File: config.mk
export PLATFORM = sky130hd
export DESIGN_NAME = pic_cmd_seq
export DESIGN_NICKNAME = d
export VERILOG_FILES = /design/src/rtl/pic_seq_pkg.sv /design/src/rtl/pic_acc_classify.sv /design/src/rtl/pic_init_fsm.sv /design/src/rtl/pic_ocw_exec.sv /design/src/rtl/pic_readback.sv /design/src/rtl/pic_cmd_seq.sv
export SDC_FILE = /design/constraint.sdc
export NUM_CORES = 1
export LEC_CHECK = 0
export BUFFER_PORTS_ARGS = -buffer_cell sky130_fd_sc_hd__buf_2
export CORE_ASPECT_RATIO = 0.75
export CORE_UTILIZATION = 42
export CTS_BUF_LIST = sky130_fd_sc_hd__clkbuf_8
export CTS_CLUSTER_DIAMETER = 100
export DETAILED_ROUTE_END_ITERATION = 10
export GPL_TIMING_DRIVEN = 0
export HOLD_SLACK_MARGIN = 0.03
export PLACE_DENSITY_LB_ADDON = 0.15
export SLEW_MARGIN = 5
export SYNTH_ARGS = -nofsm -noshare
export SYNTH_HDL_FRONTEND = slang
export SYNTH_HIERARCHICAL = 1
export SYNTH_SLANG_ARGS = --single-unit
File: constraint.sdc
create_clock -name clk -period 2.05 [get_ports clk]
set_clock_uncertainty 0.2 [all_clocks]
set_input_delay 0.205 -clock clk [delete_from_list [all_inputs] [get_ports clk]]
set_output_delay 0.205 -clock clk [all_outputs]
set_load 0.02 [all_outputs]
File: src/rtl/pic_seq_pkg.sv
package pic_seq_pkg;
  typedef enum logic [1:0] {
    STP_NORM = 2'd0,
    STP_BASE = 2'd1,
    STP_CASC = 2'd2,
    STP_MODE = 2'd3
  } init_step_e;

  // code field of a command write with bits 4 and 3 clear
  typedef enum logic [2:0] {
    OP_ROT_CLR = 3'd0,
    OP_NSEOI   = 3'd1,
    OP_NOP     = 3'd2,
    OP_SEOI    = 3'd3,
    OP_ROT_SET = 3'd4,
    OP_RNSEOI  = 3'd5,
    OP_SETPRI  = 3'd6,
    OP_RSEOI   = 3'd7
  } op_code_e;

  typedef struct packed {
    logic start_init;
    logic ocw3;
    logic ocw2;
    logic data_wr;
    logic cmd_rd;
    logic data_rd;
  } acc_kind_t;
endpackage

File: src/rtl/pic_acc_classify.sv
module pic_acc_classify
  import pic_seq_pkg::*;
(
  input  logic       acc_valid,
  input  logic       acc_we,
  input  logic       acc_addr,
  input  logic [1:0] fmt_bits,   // write data bits 4:3
  output acc_kind_t  kind
);
  logic cmd_wr;
  assign cmd_wr = acc_valid & acc_we & ~acc_addr;

  always_comb begin
    kind.start_init = cmd_wr & fmt_bits[1];
    kind.ocw3       = cmd_wr & ~fmt_bits[1] & fmt_bits[0];
    kind.ocw2       = cmd_wr & ~fmt_bits[1] & ~fmt_bits[0];
    kind.data_wr    = acc_valid & acc_we & acc_addr;
    kind.cmd_rd     = acc_valid & ~acc_we & ~acc_addr;
    kind.data_rd    = acc_valid & ~acc_we & acc_addr;
  end
endmodule

File: src/rtl/pic_init_fsm.sv
module pic_init_fsm
  import pic_seq_pkg::*;
#(
  parameter int DW = 8
) (
  input  logic          clk,
  input  logic          rst_n,
  input  acc_kind_t     kind,
  input  logic [DW-1:0] wdata,
  output init_step_e    step,
  output logic [DW-1:0] mask,
  output logic [DW-1:0] vec_base,
  output logic          aeoi,
  output logic          sfnm,
  output logic          err,
  output logic          mask_pulse
);
  localparam logic [DW-1:0] BASE_KEEP = ~DW'(7);

  logic mode_expected;

  always_ff @(posedge clk or negedge rst_n) begin
    if (!rst_n) begin
      step          <= STP_NORM;
      mode_expected <= 1'b0;
      mask          <= '0;
      vec_base      <= '0;
      aeoi          <= 1'b0;
      sfnm          <= 1'b0;
      err           <= 1'b0;
      mask_pulse    <= 1'b0;
    end else begin
      mask_pulse <= 1'b0;
      if (kind.start_init) begin
        step          <= STP_BASE;
        mode_expected <= wdata[0];
        mask          <= '0;
        vec_base      <= '0;
        aeoi          <= 1'b0;
        sfnm          <= 1'b0;
        if (wdata[1] | wdata[3]) err <= 1'b1;
      end else if (kind.data_wr) begin
        case (step)
          STP_NORM: begin
            mask       <= wdata;
            mask_pulse <= 1'b1;
          end
          STP_BASE: begin
            vec_base <= wdata & BASE_KEEP;
            step     <= STP_CASC;
          end
          STP_CASC: step <= mode_expected ? STP_MODE : STP_NORM;
          default: begin
            sfnm <= wdata[4];
            aeoi <= wdata[1];
            step <= STP_NORM;
          end
        endcase
      end
    end
  end

  assert_icw1_step_R1: assert property (@(posedge clk) disable iff (!rst_n)
    kind.start_init |=> (step == STP_BASE && mask == '0));

  assert_mode_hold_R4: assert property (@(posedge clk) disable iff (!rst_n)
    (!kind.start_init && !(kind.data_wr && step == STP_MODE)) |=> $stable({aeoi, sfnm}));

  assert_err_sticky_R12: assert property (@(posedge clk) disable iff (!rst_n)
    err |=> err);

  assert_casc_exit_R3: assert property (@(posedge clk) disable iff (!rst_n)
    (kind.data_wr && !kind.start_init && step == STP_CASC) |=> (step != STP_CASC && step != STP_BASE));
endmodule

File: src/rtl/pic_ocw_exec.sv
module pic_ocw_exec
  import pic_seq_pkg::*;
#(
  parameter int DW = 8
) (
  input  logic          clk,
  input  logic          rst_n,
  input  acc_kind_t     kind,
  input  logic [DW-1:0] wdata,
  input  logic          hp_valid,
  input  logic [$clog2(DW)-1:0] hp_line,
  input  logic          poll_valid,
  input  logic [$clog2(DW)-1:0] poll_line,
  output logic [$clog2(DW)-1:0] pri_base,
  output logic          rot_aeoi,
  output logic          smask,
  output logic          rsel,
  output logic          poll_arm,
  output logic [DW-1:0] isr_clr,
  output logic [DW-1:0] irr_clr,
  output logic          upd
);
  localparam int LW = $clog2(DW);

  function automatic logic [DW-1:0] line_bit(input logic [LW-1:0] n);
    line_bit    = '0;
    line_bit[n] = 1'b1;
  endfunction

  logic [LW-1:0] wline;
  assign wline = wdata[LW-1:0];

  always_ff @(posedge clk or negedge rst_n) begin
    if (!rst_n) begin
      pri_base <= '0;
      rot_aeoi <= 1'b0;
      smask    <= 1'b0;
      rsel     <= 1'b0;
      poll_arm <= 1'b0;
      isr_clr  <= '0;
      irr_clr  <= '0;
      upd      <= 1'b0;
    end else begin
      isr_clr <= '0;
      irr_clr <= '0;
      upd     <= 1'b0;
      if (kind.start_init) begin
        pri_base <= '0;
        rot_aeoi <= 1'b0;
        smask    <= 1'b0;
        rsel     <= 1'b0;
        poll_arm <= 1'b0;
        isr_clr  <= '1;
        irr_clr  <= '1;
        upd      <= 1'b1;
      end else if (kind.ocw3) begin
        if (wdata[2]) poll_arm <= 1'b1;
        if (wdata[1]) rsel     <= wdata[0];
        if (wdata[6]) smask    <= wdata[5];
      end else if (kind.ocw2) begin
        case (op_code_e'(wdata[7:5]))
          OP_ROT_CLR, OP_ROT_SET: rot_aeoi <= wdata[7];
          OP_NSEOI, OP_RNSEOI: begin
            if (hp_valid) begin
              isr_clr <= line_bit(hp_line);
              upd     <= 1'b1;
              if (wdata[7]) pri_base <= hp_line + LW'(1);
            end
          end
          OP_SEOI: begin
            isr_clr <= line_bit(wline);
            upd     <= 1'b1;
          end
          OP_SETPRI: begin
            pri_base <= wline + LW'(1);
            upd      <= 1'b1;
          end
          OP_RSEOI: begin
            isr_clr  <= line_bit(wline);
            pri_base <= wline + LW'(1);
            upd      <= 1'b1;
          end
          default: ;
        endcase
      end else if (kind.cmd_rd && poll_arm) begin
        poll_arm <= 1'b0;
        if (poll_valid) begin
          isr_clr <= line_bit(poll_line);
          irr_clr <= line_bit(poll_line);
          upd     <= 1'b1;
        end
      end
    end
  end

  assert_clr_shape_R9: assert property (@(posedge clk) disable iff (!rst_n)
    ($onehot0(isr_clr) || (&isr_clr)));

  assert_base_upd_R13: assert property (@(posedge clk) disable iff (!rst_n)
    !$stable(pri_base) |-> upd);

  assert_isr_upd_R13: assert property (@(posedge clk) disable iff (!rst_n)
    (isr_clr != '0) |-> upd);

  assert_poll_once_R11: assert property (@(posedge clk) disable iff (!rst_n)
    (kind.cmd_rd && poll_arm) |=> !poll_arm);

  assert_no_hp_eoi_R8: assert property (@(posedge clk) disable iff (!rst_n)
    (kind.ocw2 && wdata[6:5] == 2'b01 && !hp_valid) |=> (isr_clr == '0 && !upd));
endmodule

File: src/rtl/pic_readback.sv
module pic_readback
  import pic_seq_pkg::*;
#(
  parameter int DW = 8
) (
  input  logic          clk,
  input  logic          rst_n,
  input  acc_kind_t     kind,
  input  logic          rsel,
  input  logic          poll_arm,
  input  logic          poll_valid,
  input  logic [$clog2(DW)-1:0] poll_line,
  input  logic [DW-1:0] irr_in,
  input  logic [DW-1:0] isr_in,
  input  logic [DW-1:0] mask,
  output logic          rd_valid,
  output logic [DW-1:0] rd_data
);
  localparam logic [DW-1:0] NO_POLL = DW'(7);

  always_ff @(posedge clk or negedge rst_n) begin
    if (!rst_n) begin
      rd_valid <= 1'b0;
      rd_data  <= '0;
    end else begin
      rd_valid <= kind.cmd_rd | kind.data_rd;
      if (kind.data_rd) begin
        rd_data <= mask;
      end else if (kind.cmd_rd) begin
        if (poll_arm) rd_data <= poll_valid ? DW'(poll_line) : NO_POLL;
        else          rd_data <= rsel ? isr_in : irr_in;
      end
    end
  end

  assert_data_rd_R10: assert property (@(posedge clk) disable iff (!rst_n)
    kind.data_rd |=> (rd_valid && rd_data == $past(mask)));

  assert_cmd_rd_R10: assert property (@(posedge clk) disable iff (!rst_n)
    kind.cmd_rd |=> rd_valid);
endmodule

File: src/rtl/pic_cmd_seq.sv
module pic_cmd_seq
  import pic_seq_pkg::*;
#(
  parameter int DW = 8,
  localparam int LW = $clog2(DW)
) (
  input  logic          clk,
  input  logic          rst_n,
  input  logic          acc_valid,
  input  logic          acc_we,
  input  logic          acc_addr,
  input  logic [DW-1:0] acc_wdata,
  output logic          rd_valid,
  output logic [DW-1:0] rd_data,
  input  logic [DW-1:0] irr_in,
  input  logic [DW-1:0] isr_in,
  input  logic          hp_valid,
  input  logic [LW-1:0] hp_line,
  input  logic          poll_valid,
  input  logic [LW-1:0] poll_line,
  output logic [DW-1:0] mask_out,
  output logic [DW-1:0] vec_base,
  output logic [LW-1:0] pri_base,
  output logic          aeoi_en,
  output logic          rot_aeoi_en,
  output logic          sfnm_en,
  output logic          smask_en,
  output logic          init_active,
  output logic [DW-1:0] isr_clr,
  output logic [DW-1:0] irr_clr,
  output logic          upd,
  output logic          cfg_err
);
  acc_kind_t  kind;
  init_step_e step;
  logic       mask_pulse, ocw_upd, rsel, poll_arm;

  pic_acc_classify u_cls (
    .acc_valid (acc_valid),
    .acc_we    (acc_we),
    .acc_addr  (acc_addr),
    .fmt_bits  (acc_wdata[4:3]),
    .kind      (kind)
  );

  pic_init_fsm #(.DW(DW)) u_init (
    .clk        (clk),
    .rst_n      (rst_n),
    .kind       (kind),
    .wdata      (acc_wdata),
    .step       (step),
    .mask       (mask_out),
    .vec_base   (vec_base),
    .aeoi       (aeoi_en),
    .sfnm       (sfnm_en),
    .err        (cfg_err),
    .mask_pulse (mask_pulse)
  );

  pic_ocw_exec #(.DW(DW)) u_ocw (
    .clk        (clk),
    .rst_n      (rst_n),
    .kind       (kind),
    .wdata      (acc_wdata),
    .hp_valid   (hp_valid),
    .hp_line    (hp_line),
    .poll_valid (poll_valid),
    .poll_line  (poll_line),
    .pri_base   (pri_base),
    .rot_aeoi   (rot_aeoi_en),
    .smask      (smask_en),
    .rsel       (rsel),
    .poll_arm   (poll_arm),
    .isr_clr    (isr_clr),
    .irr_clr    (irr_clr),
    .upd        (ocw_upd)
  );

  pic_readback #(.DW(DW)) u_rb (
    .clk        (clk),
    .rst_n      (rst_n),
    .kind       (kind),
    .rsel       (rsel),
    .poll_arm   (poll_arm),
    .poll_valid (poll_valid),
    .poll_line  (poll_line),
    .irr_in     (irr_in),
    .isr_in     (isr_in),
    .mask       (mask_out),
    .rd_valid   (rd_valid),
    .rd_data    (rd_data)
  );

  assign init_active = (step != STP_NORM);
  assign upd         = mask_pulse | ocw_upd;

  assert_mask_upd_R5: assert property (@(posedge clk) disable iff (!rst_n)
    (kind.data_wr && step == STP_NORM && !kind.start_init) |=> upd);
endmodule

; Yosys cells after proc, flatten, opt, wreduce, memory -nomap -nowiden
; Index checks and enable logic that the tools add are counted.
[totals]
ff_bits = 56
elab_cells = 160
inputBits = 37
output_inout_bits = 51
[op_classes]
muxes = 68
addsub = 2
n_eq_ne = 15
magnitude_cmp = 6
bitwise_logic = 17
reduce_logical = 34
[op_table]
columns = op, count
row1 = two-way mux 8 bit, 19
row2 = two-way mux 1 bit, 33
row3 = nonzero test 2 bit, 10
row4 = two-way mux 3 bit, 6
row5 = case mux 8 bit (2 select lines), 1
row6 = AND reduction 2 bit, 7
row7 = equality test 3 bit (second input constant), 4
row8 = less-than comparator 3 x 4 -> 1 bit (second input constant), 3
row9 = AND 1 bit, 10
row10 = demux 1 bit (select 3 bit), 3
row11 = >= comparator 3 x 1 -> 1 bit (second input constant), 3
row12 = OR reduction 2 bit, 4
row13 = adder 3 x 1 -> 3 bit (second input constant), 2
row14 = two-way mux 2 bit, 3
row15 = inequality test 3 bit (second input constant), 2
row16 = case mux 2 bit (3 select lines), 1
row17 = case mux 3 bit (2 select lines), 1
row18 = AND reduction 3 bit, 2
row19 = nonzero test 3 bit, 2
row20 = OR reduction 3 bit, 2
row21 = AND reduction 5 bit, 1
row22 = logical AND 1 bit, 4
row23 = inequality test 2 x 1 -> 1 bit (second input constant), 2
row24 = NOT 1 bit, 4
row25 = other kinds (11), 13

; Depth between registers and ports, before layout
[depth]
word_depth = 9
ltp_mapped = 7

; By module
; The synthesis kept the hierarchy.
[by_module_without_submodules]
columns = module, cells_per_inst, instances, area_per_inst_um2
row1 = pic_ocw_exec, 115, 1, 1222.4
row2 = pic_init_fsm, 95, 1, 1092.3
row3 = pic_readback, 53, 1, 539.3
row4 = pic_acc_classify, 7, 1, 60.1
row5 = pic_cmd_seq, 2, 1, 12.5

; Worst setup path after synthesis
; Ideal clock, no wire load.
[synth_timing]
path_kind = input port to flip-flop
from = in acc_wdata[4]
to = reg u_ocw.isr_clr[7]
required_time_ns = 1.730
setup_time_ns = 0.120
arrival_ns = 1.585
cell_stages = 5
slack_ns = 0.144
path_cell_list = nor4_1 and4b_1 buf_6 a41o_1 a41o_1
[synth_between]
elab_chain_len = 6
elab_cells_between_ends = 8
classes_between = mux: 3 / bitwise: 5
[synth_rtl]
columns = item, line
row1 = "start, declared", pic_cmd_seq.sv:12  ; input logic [DW-1:0] acc_wdata,
row2 = NOT 1 bit, "pic_acc_classify.sv:15, pic_acc_classify.sv:16"
row3 = AND 1 bit, "pic_acc_classify.sv:15, pic_acc_classify.sv:16"
row4 = AND 1 bit, pic_acc_classify.sv:16  ; kind.ocw2 = cmd_wr & ~fmt_bits[1] & ~fmt_bits[0];
row5 = two-way mux 8 bit, pic_ocw_exec.sv:60  ; end else if (kind.ocw2) begin
row6 = two-way mux 8 bit, pic_ocw_exec.sv:56  ; end else if (kind.ocw3) begin
row7 = two-way mux 8 bit (*), pic_ocw_exec.sv:47  ; if (kind.start_init) begin
row8 = "end signal, assigned", pic_ocw_exec.sv:65  ; isr_clr <= line_bit(hp_line);
row9 = "end signal, assigned", pic_ocw_exec.sv:71  ; isr_clr <= line_bit(wline);
row10 = "end signal, assigned", pic_ocw_exec.sv:79  ; isr_clr <= line_bit(wline);
row11 = "end, declared", pic_ocw_exec.sv:19  ; output logic [DW-1:0] isr_clr,
; Mark *: on every way between the ends. The rest lies on a longest branch, timed or not.
; A chain may end at the register's enable or synchronous reset.

; Worst setup path after layout
[layout_timing]
from = in acc_wdata[0]
to = reg u_ocw.pri_base[1]
[layout_between]
elab_chain_len = 5
[layout_rtl]
columns = item, line
row1 = adder 3 x 1 -> 3 bit, "pic_ocw_exec.sv:75, pic_ocw_exec.sv:80"
row2 = case mux 3 bit (2 select lines), pic_ocw_exec.sv:61  ; case (op_code_e'(wdata[7:5]))
row3 = two-way mux 3 bit, pic_ocw_exec.sv:60
row4 = two-way mux 3 bit, pic_ocw_exec.sv:56
row5 = two-way mux 3 bit, pic_ocw_exec.sv:47
row6 = "end signal, assigned", pic_ocw_exec.sv:67  ; if (wdata[7]) pri_base <= hp_line + LW'(1);
row7 = "end signal, assigned", pic_ocw_exec.sv:75  ; pri_base <= wline + LW'(1);
row8 = "end signal, assigned", pic_ocw_exec.sv:80  ; pri_base <= wline + LW'(1);
row9 = "end, declared", pic_ocw_exec.sv:14  ; output logic [$clog2(DW)-1:0] pri_base,
; Every way passes these cells. The select of a mux whose other input is x is not followed.

==> impl_metrics.env <==
export IMPL_cts_sinks=53
export IMPL_power_frac_seq_pct=41.0
export IMPL_ys_seq_area_share_pct=45.3
export IMPL_drive_gt1_share_pct=38.3
export IMPL_slowest_stage="dlygate4sd3_1"
export IMPL_postLayoutSetupSlackWorst_ps=142
export IMPL_ys_types=59
export IMPL_power_switching_mw=1.22
export IMPL_cp_required_ps=2080
export IMPL_die_area_um2=7310
export IMPL_synth_edf_count=0
export IMPL_arrival_ps=1940
export IMPL_die_w_um=98.4
export IMPL_finalMaxSlewViolations=0
export IMPL_ys_flop_type="dfrtp_1"
export IMPL_tns_ps=0
export IMPL_path_cells="dlygate4sd3_1 -> buf_2 -> and3_1 -> a21o_1 -> ha_1 -> or3b_1 -> a21oi_1"
export IMPL_ant_nets=0
export IMPL_postCtsSetupRepairBufs=0
export IMPL_met2RoutedLength_um=3080
export IMPL_htree_levels=2
export IMPL_routed_via_density=5.44
export IMPL_grt_pass1_vias=2372
export IMPL_slew_headroom_pct=54.0
export IMPL_synth_area_top_cells="dfrtp_1, a21bo_1, a21oi_2"
export IMPL_clkPwrFrac_pct=21.6
export IMPL_syn2layout_area_growth_pct=24.9
export IMPL_gp_congestion=0.817
export IMPL_min_period_ps=1910
export IMPL_clockRootBuffer="clkbuf_8"
export IMPL_synth_seq_cells=53
export IMPL_diodes=0
export IMPL_period_share_pct=93.1
export IMPL_clkSlewWorstSetupHoldPaths_ps=100
export IMPL_vdd_ir_drop_max_v=0.000512
export IMPL_numCtsBuffers=5
export IMPL_drv_cap=0
export IMPL_async_flop_share_pct=100
export IMPL_cp_max_fo=6
export IMPL_p_leak_nw=1.83
export IMPL_fin_area_um2=3650
export IMPL_p_int_mw=2.15
export IMPL_wl_met1_um=3760
export IMPL_routed_wl_um=7350
export IMPL_placed_area_um2=3460
export IMPL_routed_top_layer="met4"
export IMPL_avgSynthCellArea_um2=10.8
export IMPL_rsz0062_at_grt="false"
export IMPL_violations="DRC"
export IMPL_yosysTopAreaCell="dfrtp_1"
export IMPL_synth_area_um2=2930
export IMPL_hpwl_um=5350
export IMPL_max_stage_delay_ps=530
export IMPL_nNetsFinal=414
export IMPL_ios=88
export IMPL_grt_max_degree=54
export IMPL_swShare_pct=36.2
export IMPL_critPathLaunchType="input pin"
export IMPL_wl_per_cell_um=16.2
export IMPL_grt_pass1_wl_um=12100
export IMPL_drc=1
export IMPL_initial_utilization_pct=45.0
export IMPL_overflow=0
export IMPL_combinationalPowerShare_pct=37.4
export IMPL_row_count=25
export IMPL_hold_path_class="input pin to register"
export IMPL_fmax_mhz=524
export IMPL_critPathCaptureType="register"
export IMPL_drt_pass1_iterations=9
export IMPL_status="complete, but fails checks"
export IMPL_drt_iter0_drc=127
export IMPL_yosysWarnings=6
export IMPL_worst_pin_slew_ps=685
export IMPL_power_density_nw_per_um2=924
export IMPL_hold_viol=0
export IMPL_syn_inst=272
export IMPL_cts_tree="yes"
export IMPL_insertion_delay_ps=300
export IMPL_wl_met3_um=466
export IMPL_post_route_util_pct=56.2
export IMPL_fp_coreArea_um2=6510
export IMPL_setup_violations=0
export IMPL_antenna_found_initial=0
export IMPL_cts_buffer_depth=2
export IMPL_port_buffers=84
export IMPL_worstSetupPathType="input pin to register"
export IMPL_yosys_area_top_type_share_pct=45.3
export IMPL_via_count=2470
export IMPL_pre_cts_ws_ps=-454
export IMPL_die_h_um=74.3
export IMPL_grt_total_usage_pct=21.3
## path summary, 6_finish.rpt
path / from / to / slack, ps / cells past startpoint
max in group asynchronous: rst_n / u_ocw/rsel$_DFFE_PN0P_ / 940 / 2
min: acc_wdata[7] / u_init/mask[7]$_DFFE_PN0P_ / 50 / 3
min reg2reg: u_init/err$_DFFE_PN0P_ / u_init/err$_DFFE_PN0P_ / 280 / 1
max: acc_wdata[0] / u_ocw/pri_base[1]$_DFFE_PN0P_ / 140 / 7
max reg2reg: u_ocw/poll_arm$_DFFE_PN0P_ / u_ocw/isr_clr[7]$_DFF_PN0_ / 420 / 4
min in group asynchronous: rst_n / u_ocw/poll_arm$_DFFE_PN0P_ / 280 / 2
## state kept, by name, summed over array words and instances, names as in the netlist, 2 cells and up
register	count
u_init/mask	8
u_ocw/irr_clr	8
u_ocw/isr_clr	8
u_rb/rd_data	8
u_init/vec_base	5
u_ocw/pri_base	3
u_init/step	2
## placed cells by master, fill, tap and decap left out, drive strengths merged, types with 3 or more instances in the layout
cell         instances
a2111oi              3
a32oi                3
o41ai                3
nand2b               3
a21bo               15
dlygate4sd3          7
mux2                 6
a22oi                4
nor2b               11
o21bai               5
a31o                 4
nand2               11
nor3b                4
o22ai                5
nor3                 4
dfrtp               53
and3                 6
clkbuf               6
a41o                 3
a21oi               22
nand3               17
nor2                 5
ha                   5
conb                 3
inv                 13
buf                103
o21ai               10
mux2i                6
and3b                5
## metrics by stage
step	hold slack (ps)	cells	total power [mW]
floorplan	-291	274	2.23
global route	33.3	454	3.58
finish	45.9	454	3.38
global placement	250	439	2.63
CTS	35.6	454	3.41
detailed placement	247	439	2.65
## kinds of logic (layout without fill, tap and decap cells)
family,after synthesis,count (layout),synth area share (%)
AO/OA/AOI/OAI,89,89,23.9
AND/OR/NAND/NOR,79,79,16.9
flip-flops,53,53,45.3
buffers and inverters,33,132,7.27
multiplexers,12,12,4.36
adder cells (fa/ha/maj),5,5,2.14
other,1,3,0.128
## critical path: cells and delay by family
family                     cells  cell delay (ps)
adders and majority gates      1              250
and+or+nand+nor                2              500
AOI/OAI and AO/OA              2              280
buffers and inverters          2              690
## per-layer routing
| layer | global-route usage (%) | vias up |
|---|---|---|
| met5 | 0 | - |
| met4 | 5.31 | 0 |
| met3 | 4.32 | 4 |
| met2 | 32.2 | 83 |
| met1 | 31.6 | 1189 |
| li1 | - | 1194 |
## power groups by stage
| stage | sequential (mW) | clock (mW) | combinational (mW) |
|---|---|---|---|
| finish | 1.38 | 0.729 | 1.26 |
| global route | 1.41 | 0.804 | 1.36 |
| CTS | 1.38 | 0.758 | 1.27 |
| detailed placement | 1.40 | 0 | 1.24 |
| global placement | 1.40 | 0 | 1.23 |
| floorplan | 1.59 | 0 | 0.639 |
## cell usage after synthesis, drive strengths merged, types with 2 or more instances
library cell and count:
a2111oi 3, a21bo 15, a21boi 2, a21oi 22
a22oi 4, a31o 4, a31oi 2, a32oi 3
a41o 3, and3 6, and3b 5, buf 19
dfrtp 53, ha 5, inv 13, mux2 6
mux2i 6, nand2 11, nand2b 3, nand3 17
nand3b 2, nor2 5, nor2b 11, nor3 4
nor3b 4, nor4b 2, o21ai 10, o21bai 5
o22ai 5, o41ai 3, or2 2
## cell type report
class	count	area, µm²
fill	595	2850
multi-input combinational	188	1410
sequential	53	1330
timing repair buffer	91	493
buffer	20	164
tap	81	101
clock buffer	5	68.8
inverter	13	48.8
clock inverter	3	46.3
## what timing repair did
action                                  in CTS  in global routing
hold buffers                                 7                  0
resized for setup                            1                  1
endpoints found under the setup margin       6                 13
hold endpoints to repair                    64                  0
(Power assumes the default switching activity.)
